### src/rtl/irq_dma_pkg.sv
package irq_dma_pkg;

  localparam int BUS_BYTES = 4;
  localparam int BUS_W     = 8 * BUS_BYTES;
  localparam logic [2:0] DMA_LEVEL = 3'd6;

  typedef enum logic [1:0] {
    ST_IDLE  = 2'd0,
    ST_READ  = 2'd1,
    ST_WRITE = 2'd2
  } dmaState_t;

  // Strobes from control to datapath
  typedef struct packed {
    logic accept;
    logic rdDone;
    logic wrDone;
  } dmaStrobe_t;

  localparam logic [2:0] SEL_VEC  = 3'd0;
  localparam logic [2:0] SEL_SRC  = 3'd1;
  localparam logic [2:0] SEL_DST  = 3'd2;
  localparam logic [2:0] SEL_SIZE = 3'd3;
  localparam logic [2:0] SEL_CNT  = 3'd4;

  function automatic logic [BUS_BYTES-1:0] sizeToBe(input logic [1:0] sz);
    case (sz)
      2'd0:    return 4'b0001;
      2'd1:    return 4'b0011;
      default: return 4'b1111;
    endcase
  endfunction

endpackage

### src/rtl/irq_dma_datapath.sv
module irq_dma_datapath
  import irq_dma_pkg::*;
#(
  parameter int NUM_CH = 8,
  parameter int VEC_W  = 8,
  parameter int ADDR_W = 32,
  parameter int CNT_W  = 16,
  localparam int CH_W  = $clog2(NUM_CH)
) (
  input  logic                 clk,
  input  logic                 rstN,
  input  logic                 cfgWe,
  input  logic [CH_W-1:0]      cfgCh,
  input  logic [2:0]           cfgSel,
  input  logic [ADDR_W-1:0]    cfgData,
  input  logic                 irqValid,
  input  logic [VEC_W-1:0]     irqVec,
  input  dmaStrobe_t           strobe,
  input  logic [CH_W-1:0]      selCh,
  input  logic [BUS_W-1:0]     memRdata,
  output logic [NUM_CH-1:0]    pendMask,
  output logic                 irqPassValid,
  output logic [VEC_W-1:0]     irqPassVec,
  output logic [ADDR_W-1:0]    curSrc,
  output logic [ADDR_W-1:0]    curDst,
  output logic [BUS_BYTES-1:0] curBe,
  output logic [BUS_W-1:0]     wrData,
  output logic [NUM_CH-1:0]    tcIrq
);

  logic [VEC_W-1:0]  vecArr  [NUM_CH];
  logic [ADDR_W-1:0] srcArr  [NUM_CH];
  logic [ADDR_W-1:0] dstArr  [NUM_CH];
  logic [1:0]        sizeArr [NUM_CH];
  logic [CNT_W-1:0]  cntArr  [NUM_CH];
  logic [NUM_CH-1:0] matchHit;
  logic [BUS_W-1:0]  dataQ;

  for (genvar i = 0; i < NUM_CH; i++) begin : g_ch
    logic [VEC_W-1:0]  vecR;
    logic [ADDR_W-1:0] srcR, dstR;
    logic [1:0]        sizeR;
    logic [CNT_W-1:0]  cntR;
    logic              pendR, tcR;
    logic              cfgHit, mine, lastUnit;

    assign cfgHit   = cfgWe && (cfgCh == CH_W'(i));
    assign mine     = (selCh == CH_W'(i));
    assign lastUnit = (cntR == CNT_W'(1));
    assign matchHit[i] = irqValid && (vecR != '0) && (irqVec == vecR);

    always_ff @(posedge clk) begin
      if (!rstN) begin
        vecR  <= '0;
        srcR  <= '0;
        dstR  <= '0;
        sizeR <= '0;
        cntR  <= '0;
        pendR <= 1'b0;
        tcR   <= 1'b0;
      end else begin
        if (cfgHit && cfgSel == SEL_VEC)         vecR <= cfgData[VEC_W-1:0];
        else if (strobe.wrDone && mine && lastUnit) vecR <= '0;
        if (cfgHit && cfgSel == SEL_SRC)  srcR  <= cfgData;
        if (cfgHit && cfgSel == SEL_DST)  dstR  <= cfgData;
        if (cfgHit && cfgSel == SEL_SIZE) sizeR <= cfgData[1:0];
        if (cfgHit && cfgSel == SEL_CNT)  cntR  <= cfgData[CNT_W-1:0];
        else if (strobe.wrDone && mine)   cntR  <= cntR - CNT_W'(1);
        if (matchHit[i])                                            pendR <= 1'b1;
        else if ((strobe.accept && mine) || (cfgHit && cfgSel == SEL_VEC)) pendR <= 1'b0;
        tcR <= strobe.wrDone && mine && lastUnit;
      end
    end

    assign vecArr[i]  = vecR;
    assign srcArr[i]  = srcR;
    assign dstArr[i]  = dstR;
    assign sizeArr[i] = sizeR;
    assign cntArr[i]  = cntR;
    assign pendMask[i] = pendR;
    assign tcIrq[i]    = tcR;
  end

  always_ff @(posedge clk) begin
    if (!rstN)              dataQ <= '0;
    else if (strobe.rdDone) dataQ <= memRdata;
  end

  assign irqPassValid = irqValid && !(|matchHit);
  assign irqPassVec   = irqVec;
  assign curSrc = srcArr[selCh];
  assign curDst = dstArr[selCh];
  assign curBe  = sizeToBe(sizeArr[selCh]);
  assign wrData = dataQ;

endmodule

### src/rtl/irq_dma_ctrl.sv
module irq_dma_ctrl
  import irq_dma_pkg::*;
#(
  parameter int NUM_CH = 8,
  localparam int CH_W  = $clog2(NUM_CH)
) (
  input  logic              clk,
  input  logic              rstN,
  input  logic [NUM_CH-1:0] pendMask,
  input  logic              haltIn,
  input  logic              memReady,
  output dmaStrobe_t        strobe,
  output logic [CH_W-1:0]   selCh,
  output logic              busy,
  output logic              memReq,
  output logic              memWe
);

  dmaState_t       state;
  logic [CH_W-1:0] curCh, arbCh;
  logic            anyPend;

  // Fixed priority: lowest index wins
  always_comb begin
    arbCh   = '0;
    anyPend = 1'b0;
    for (int i = NUM_CH - 1; i >= 0; i--) begin
      if (pendMask[i]) begin
        arbCh   = CH_W'(i);
        anyPend = 1'b1;
      end
    end
  end

  always_comb begin
    strobe.accept = (state == ST_IDLE) && anyPend && !haltIn;
    strobe.rdDone = (state == ST_READ) && memReady;
    strobe.wrDone = (state == ST_WRITE) && memReady;
  end

  always_ff @(posedge clk) begin
    if (!rstN) begin
      state <= ST_IDLE;
      curCh <= '0;
    end else begin
      case (state)
        ST_IDLE:  if (strobe.accept) begin
                    state <= ST_READ;
                    curCh <= arbCh;
                  end
        ST_READ:  if (strobe.rdDone) state <= ST_WRITE;
        ST_WRITE: if (strobe.wrDone) state <= ST_IDLE;
        default:  state <= ST_IDLE;
      endcase
    end
  end

  assign selCh  = (state == ST_IDLE) ? arbCh : curCh;
  assign memReq = (state != ST_IDLE);
  assign memWe  = (state == ST_WRITE);
  assign busy   = memReq;

endmodule

### src/rtl/irq_dma_engine.sv
module irq_dma_engine
  import irq_dma_pkg::*;
#(
  parameter int NUM_CH = 8,
  parameter int VEC_W  = 8,
  parameter int ADDR_W = 32,
  parameter int CNT_W  = 16,
  localparam int CH_W  = $clog2(NUM_CH)
) (
  input  logic              clk,
  input  logic              rstN,
  input  logic              cfgWe,
  input  logic [CH_W-1:0]   cfgCh,
  input  logic [2:0]        cfgSel,
  input  logic [ADDR_W-1:0] cfgData,
  input  logic              irqValid,
  input  logic [VEC_W-1:0]  irqVec,
  input  logic              haltIn,
  output logic              irqPassValid,
  output logic [VEC_W-1:0]  irqPassVec,
  output logic [2:0]        svcLevel,
  output logic              busy,
  output logic [NUM_CH-1:0] tcIrq,
  output logic              memReq,
  output logic              memWe,
  output logic [ADDR_W-1:0] memAddr,
  output logic [3:0]        memBe,
  output logic [31:0]       memWdata,
  input  logic [31:0]       memRdata,
  input  logic              memReady
);

  dmaStrobe_t        strobe;
  logic [CH_W-1:0]   selCh;
  logic [NUM_CH-1:0] pendMask;
  logic [ADDR_W-1:0] curSrc, curDst;

  irq_dma_ctrl #(.NUM_CH(NUM_CH)) u_ctrl (
    .clk(clk), .rstN(rstN), .pendMask(pendMask), .haltIn(haltIn),
    .memReady(memReady), .strobe(strobe), .selCh(selCh), .busy(busy),
    .memReq(memReq), .memWe(memWe)
  );

  irq_dma_datapath #(.NUM_CH(NUM_CH), .VEC_W(VEC_W), .ADDR_W(ADDR_W), .CNT_W(CNT_W)) u_dp (
    .clk(clk), .rstN(rstN), .cfgWe(cfgWe), .cfgCh(cfgCh), .cfgSel(cfgSel),
    .cfgData(cfgData), .irqValid(irqValid), .irqVec(irqVec), .strobe(strobe),
    .selCh(selCh), .memRdata(memRdata), .pendMask(pendMask),
    .irqPassValid(irqPassValid), .irqPassVec(irqPassVec), .curSrc(curSrc),
    .curDst(curDst), .curBe(memBe), .wrData(memWdata), .tcIrq(tcIrq)
  );

  assign memAddr  = memWe ? curDst : curSrc;
  assign svcLevel = (|pendMask) ? DMA_LEVEL : 3'd0;

endmodule

### config.mk
export PLATFORM = sky130hd
export DESIGN_NAME = irq_dma_engine
export DESIGN_NICKNAME = d
export VERILOG_FILES = /design/src/rtl/irq_dma_pkg.sv /design/src/rtl/irq_dma_datapath.sv /design/src/rtl/irq_dma_ctrl.sv /design/src/rtl/irq_dma_engine.sv
export SDC_FILE = /design/constraint.sdc
export NUM_CORES = 2
export LEC_CHECK = 0
export BUFFER_PORTS_ARGS = -buffer_cell sky130_fd_sc_hd__clkbuf_2
export CAP_MARGIN = 15
export CORE_MARGIN = 4
export CORE_UTILIZATION = 50
export CTS_BUF_LIST = sky130_fd_sc_hd__clkbuf_8 sky130_fd_sc_hd__clkbuf_16
export DETAILED_ROUTE_END_ITERATION = 16
export HOLD_SLACK_MARGIN = 0.03
export PLACE_DENSITY = 0.67
export SYNTH_ARGS = -nofsm -noshare
export SYNTH_HDL_FRONTEND = slang
export SYNTH_SLANG_ARGS = --single-unit
export TNS_END_PERCENT = 20
### constraint.sdc
create_clock -name clk -period 3.3 [get_ports clk]
set_clock_uncertainty 0.05 [all_clocks]
set_input_delay 0.33 -clock clk [delete_from_list [all_inputs] [get_ports clk]]
set_output_delay 0.33 -clock clk [all_outputs]
set_load 0.01 [all_outputs]
==> results.md <==
* Final WL at 128,000 um
* Post-synth top area cell: dfxtp_1
* Tcrit/Tclk final at 107%
* WHS at around 0.08 ns
* TritonCTS Sinks at 773
* Clock buffer count from CTS at 83
* Ys Warns at 0
* Synthesized flop and latch total at 773
* Register area share after synthesis at 44.0%
* Vias at 34,100
* RSZ-0062 raised after global routing: true
* Wire length per cell at 22.7 um
* Reg2reg setup slack at 0.21 ns
* Total GRT Usage at approximately 33%
* Drt pass-1 iters at 7
* Largest net degree at the start of global routing at between 100 and 150
* Worst slack at placement at 0.105 ns
* Critical path capture point type: output port
* Total Nets Final at 4,721
* Worst Tran Pin Value at 1.05 ns
* PwrDens at 474 nW/um2
* Post-synth EDFFs at 0
* Synth cell types at 86
* Placed cells at around 5,400
* Yosys top cell area share at 44.0%
* Drc violations at 0
* Setup violators final at 33
* IO Count at between 150 and 200
* Worst Path Arrival at 3.15 ns
* Max Fclk at 0.283 GHz
* Maximum fanout along the worst path at 6
* R2R depth at 10
* Initial Utilization at 50.4%
* First-pass GRT wire length at 192,000 um
* Cells after Synth at 4,549
* Final GP Congestion at 0.923
* Iter 0 DRT Violations at about 3,600
* Static Leak at 15.1 nW
* Status: finished with violations
* Final min period at 3.53 ns
* Most common cell after layout, fill and taps aside: nand2_1
* Crit path largest cell delay at approximately 0.57 ns
* Syn_area_per_cell at 7.74 um2
* Number of global-route vias before repair at 31,600
* Reg-to-Reg End: u_dp.g_ch[0].vecR[5]
* CP Cell Sequence: nor4_4 -> o21ai_4 -> buf_12 -> buf_12 -> nand2_8 -> buf_12 -> buf_16 -> a211oi_2 -> or4_4 -> a211oi_4 -> clkbuf_2
* Synth Flop Type: dfxtp_1
* Synth area leaders: dfxtp_1, nand2_1, a21oi_1
* Die area at 74,700 um2
* Crit-path leading delay family: simple AND/OR/NAND/NOR gates
* End of the critical path: memAddr[3]
* WP data required at 2.92 ns
* R2r startpoint: u_ctrl.state[0]
* Worst setup margin at -0.230 ns
* Worst Setup Start Kind: flop
* Clock Latency Late Sink at 0.65 ns
* Hold Violations, Final at 0
* Core ar. at 69,900 um2
* Number of port buffers at 172
* Failing checks: setup timing
* Syn nets at 4,649
* Worst path bufs/invs at 5
* Vias/cell at 6.05
* Slowest-stage cell, CP: or4_4
* Crit path from: u_ctrl.state[0]
* Antenna violations before repair at 2
* Final antenna-violating net count at 0
* CTS tree: done
* Slew HR at between 20% and 30%
* Max Transition Viols Final at 0
* Die width at 273 um
* Max-Cap Viols at 0
* Syn Std Cell Area at 35,200 um2
* Total grt overflow at 0
* Worst path most repeated cell: buf_12
* Share of layout cells above drive strength 1 at 15.3%
* Root Buffer Master: clkbuf_16
* Layout Cells excl Fill at 5,628
* Max H-tree Level at 3
* Setup CP Type: flop to output port
* Tightest Hold Check Type: input pin to flop
* Die H at roughly 270 um
* Detailed Place HPWL at 73,400 um
* Cell Rows at 97
* CP Depth at 11
* Clock buffer depth at 3
* Async SR Flop Fraction at 0%
* CTS clock-pin slew for the worst setup and hold paths at 0.07 ns
* Max VDD drop at 425 uV
* Commonest non-fill, non-tap cells in the layout: nand2_1, dfxtp_1, a21oi_1
* Synth-to-Final Area Change at 19.1%
through the flow:
| stage | total power, W | utilization, % | area [um2] | TNS [ns] |
|---|---|---|---|---|
| after floorplan | 0.0101 | - | 35200 | 0 |
| after global placement | 0.0104 | 52.9 | 37000 | 0 |
| after detailed placement | 0.0104 | 52.9 | 37000 | 0 |
| after CTS | 0.0199 | 59.1 | 41300 | -6.32 |
| after global routing | 0.0204 | 60.0 | 41900 | -6.87 |
| final | 0.0199 | 60.0 | 41900 | -4.47 |
routing by layer:
metal  global-route usage (%)  up-vias  share of wire [%]
li1                         -    15800                  -
met1                     42.3    16300                 40
met2                     53.5     1679                 47
met3                     5.71      371                9.0
met4                     14.7        0                4.7
met5                        0        -                  0
tightest hold or removal path, stage by stage:
cell and delay [ns]:
clkbuf_2 0.23, nand2_1 0.11, a21oi_1 0.05
how the worst min path moves through the flow:
stage | depth (start not counted) | endpoint | slack [ns] | startpoint
after floorplan | 2 | u_dp.g_ch[2].dstR[11] | 0.38 | u_dp.g_ch[2].dstR[11]
after global placement | 2 | u_dp.g_ch[7].dstR[4] | 0.39 | u_dp.g_ch[7].dstR[4]
after detailed placement | 2 | u_dp.g_ch[6].dstR[28] | 0.39 | u_dp.g_ch[6].dstR[28]
after CTS | 4 | u_ctrl.state[0] | 0.03 | memReady
after global routing | 4 | u_ctrl.state[1] | 0.09 | memReady
final | 3 | u_dp.g_ch[4].srcR[21] | 0.08 | cfgData[21]
final cells by class:
cell class | count | area, um2
tap | 940 | 1180
antenna | 2 | 5.00
multi-input combinational | 3333 | 18600
clock inverter | 46 | 459
fill | 6243 | 28000
inverter | 23 | 98.8
clock buffer | 104 | 2380
timing repair buffer | 407 | 3720
sequential | 773 | 15500
cell usage after synthesis (4+ instances only):
cell,number
a211oi_1,139
a21oi_1,694
a221oi_1,21
a22o_1,16
a22oi_1,9
a2bb2o_1,23
a31oi_1,30
a32oi_1,12
and3_1,97
buf_1,9
buf_2,31
buf_4,31
buf_6,8
clkbuf_1,343
dfxtp_1,773
ha_1,16
inv_1,21
mux2_2,63
mux2i_1,29
nand2_1,1324
nand2b_1,18
nand3_1,57
nand3b_1,10
nand4_1,22
nor2_1,117
nor2b_1,9
nor3_1,54
nor3b_1,7
nor4_1,52
nor4b_1,5
o211a_1,12
o211ai_1,7
o21a_1,4
o21ai_0,136
o221ai_1,16
o22ai_1,35
o311ai_0,4
or2_2,7
or3_1,24
or4_1,30
xnor2_1,106
xor2_1,64
sequential cells by signal (all words and copies together), names as in the netlist:
signal and cells:
u_dp.g_ch.sizeR 16, u_dp.g_ch.vecR 64, u_dp.wrData 32, u_ctrl.state 2
u_dp.g_ch.pendR 8, u_dp.g_ch.cntR 128, u_dp.g_ch.srcR 256, u_dp.g_ch.dstR 256
u_dp.g_ch.tcR 8, u_ctrl.curCh 3
power breakdown:
part           leakage, nW  total, W  internal (W)  switching [W]
Sequential            6.23   0.00940       0.00937      0.0000278
Clock                 1.48   0.00964       0.00565        0.00400
Combinational         7.35  0.000809      0.000216       0.000593
Total                 15.1    0.0199        0.0152        0.00462
what timing repair did:
item | in CTS | in global routing
endpoints found under the setup margin | 35 | 35
gates resized for setup | 111 | 87
cloned | 11 | 4
setup buffers | 35 | 18
hold buffers | 33 | 0
pin swaps | 29 | 23
endpoints found under the hold margin | 33 | 0
logic make-up (layout without fill, tap and decap cells):
family | count (synthesis) | in the layout | share of synthesized area, %
and+or+nand+nor | 1868 | 1869 | 23.2
AOI/OAI and AO/OA | 1183 | 1184 | 19.9
DFF | 773 | 773 | 44.0
buffers and inverters | 445 | 580 | 5.36
xor gates and xnor gates | 170 | 170 | 4.23
muxes | 92 | 92 | 2.84
adders and majority gates | 16 | 16 | 0.569
other | 2 | 4 | 0.0213
No activity file was read; power rests on OpenSTA's default activity.
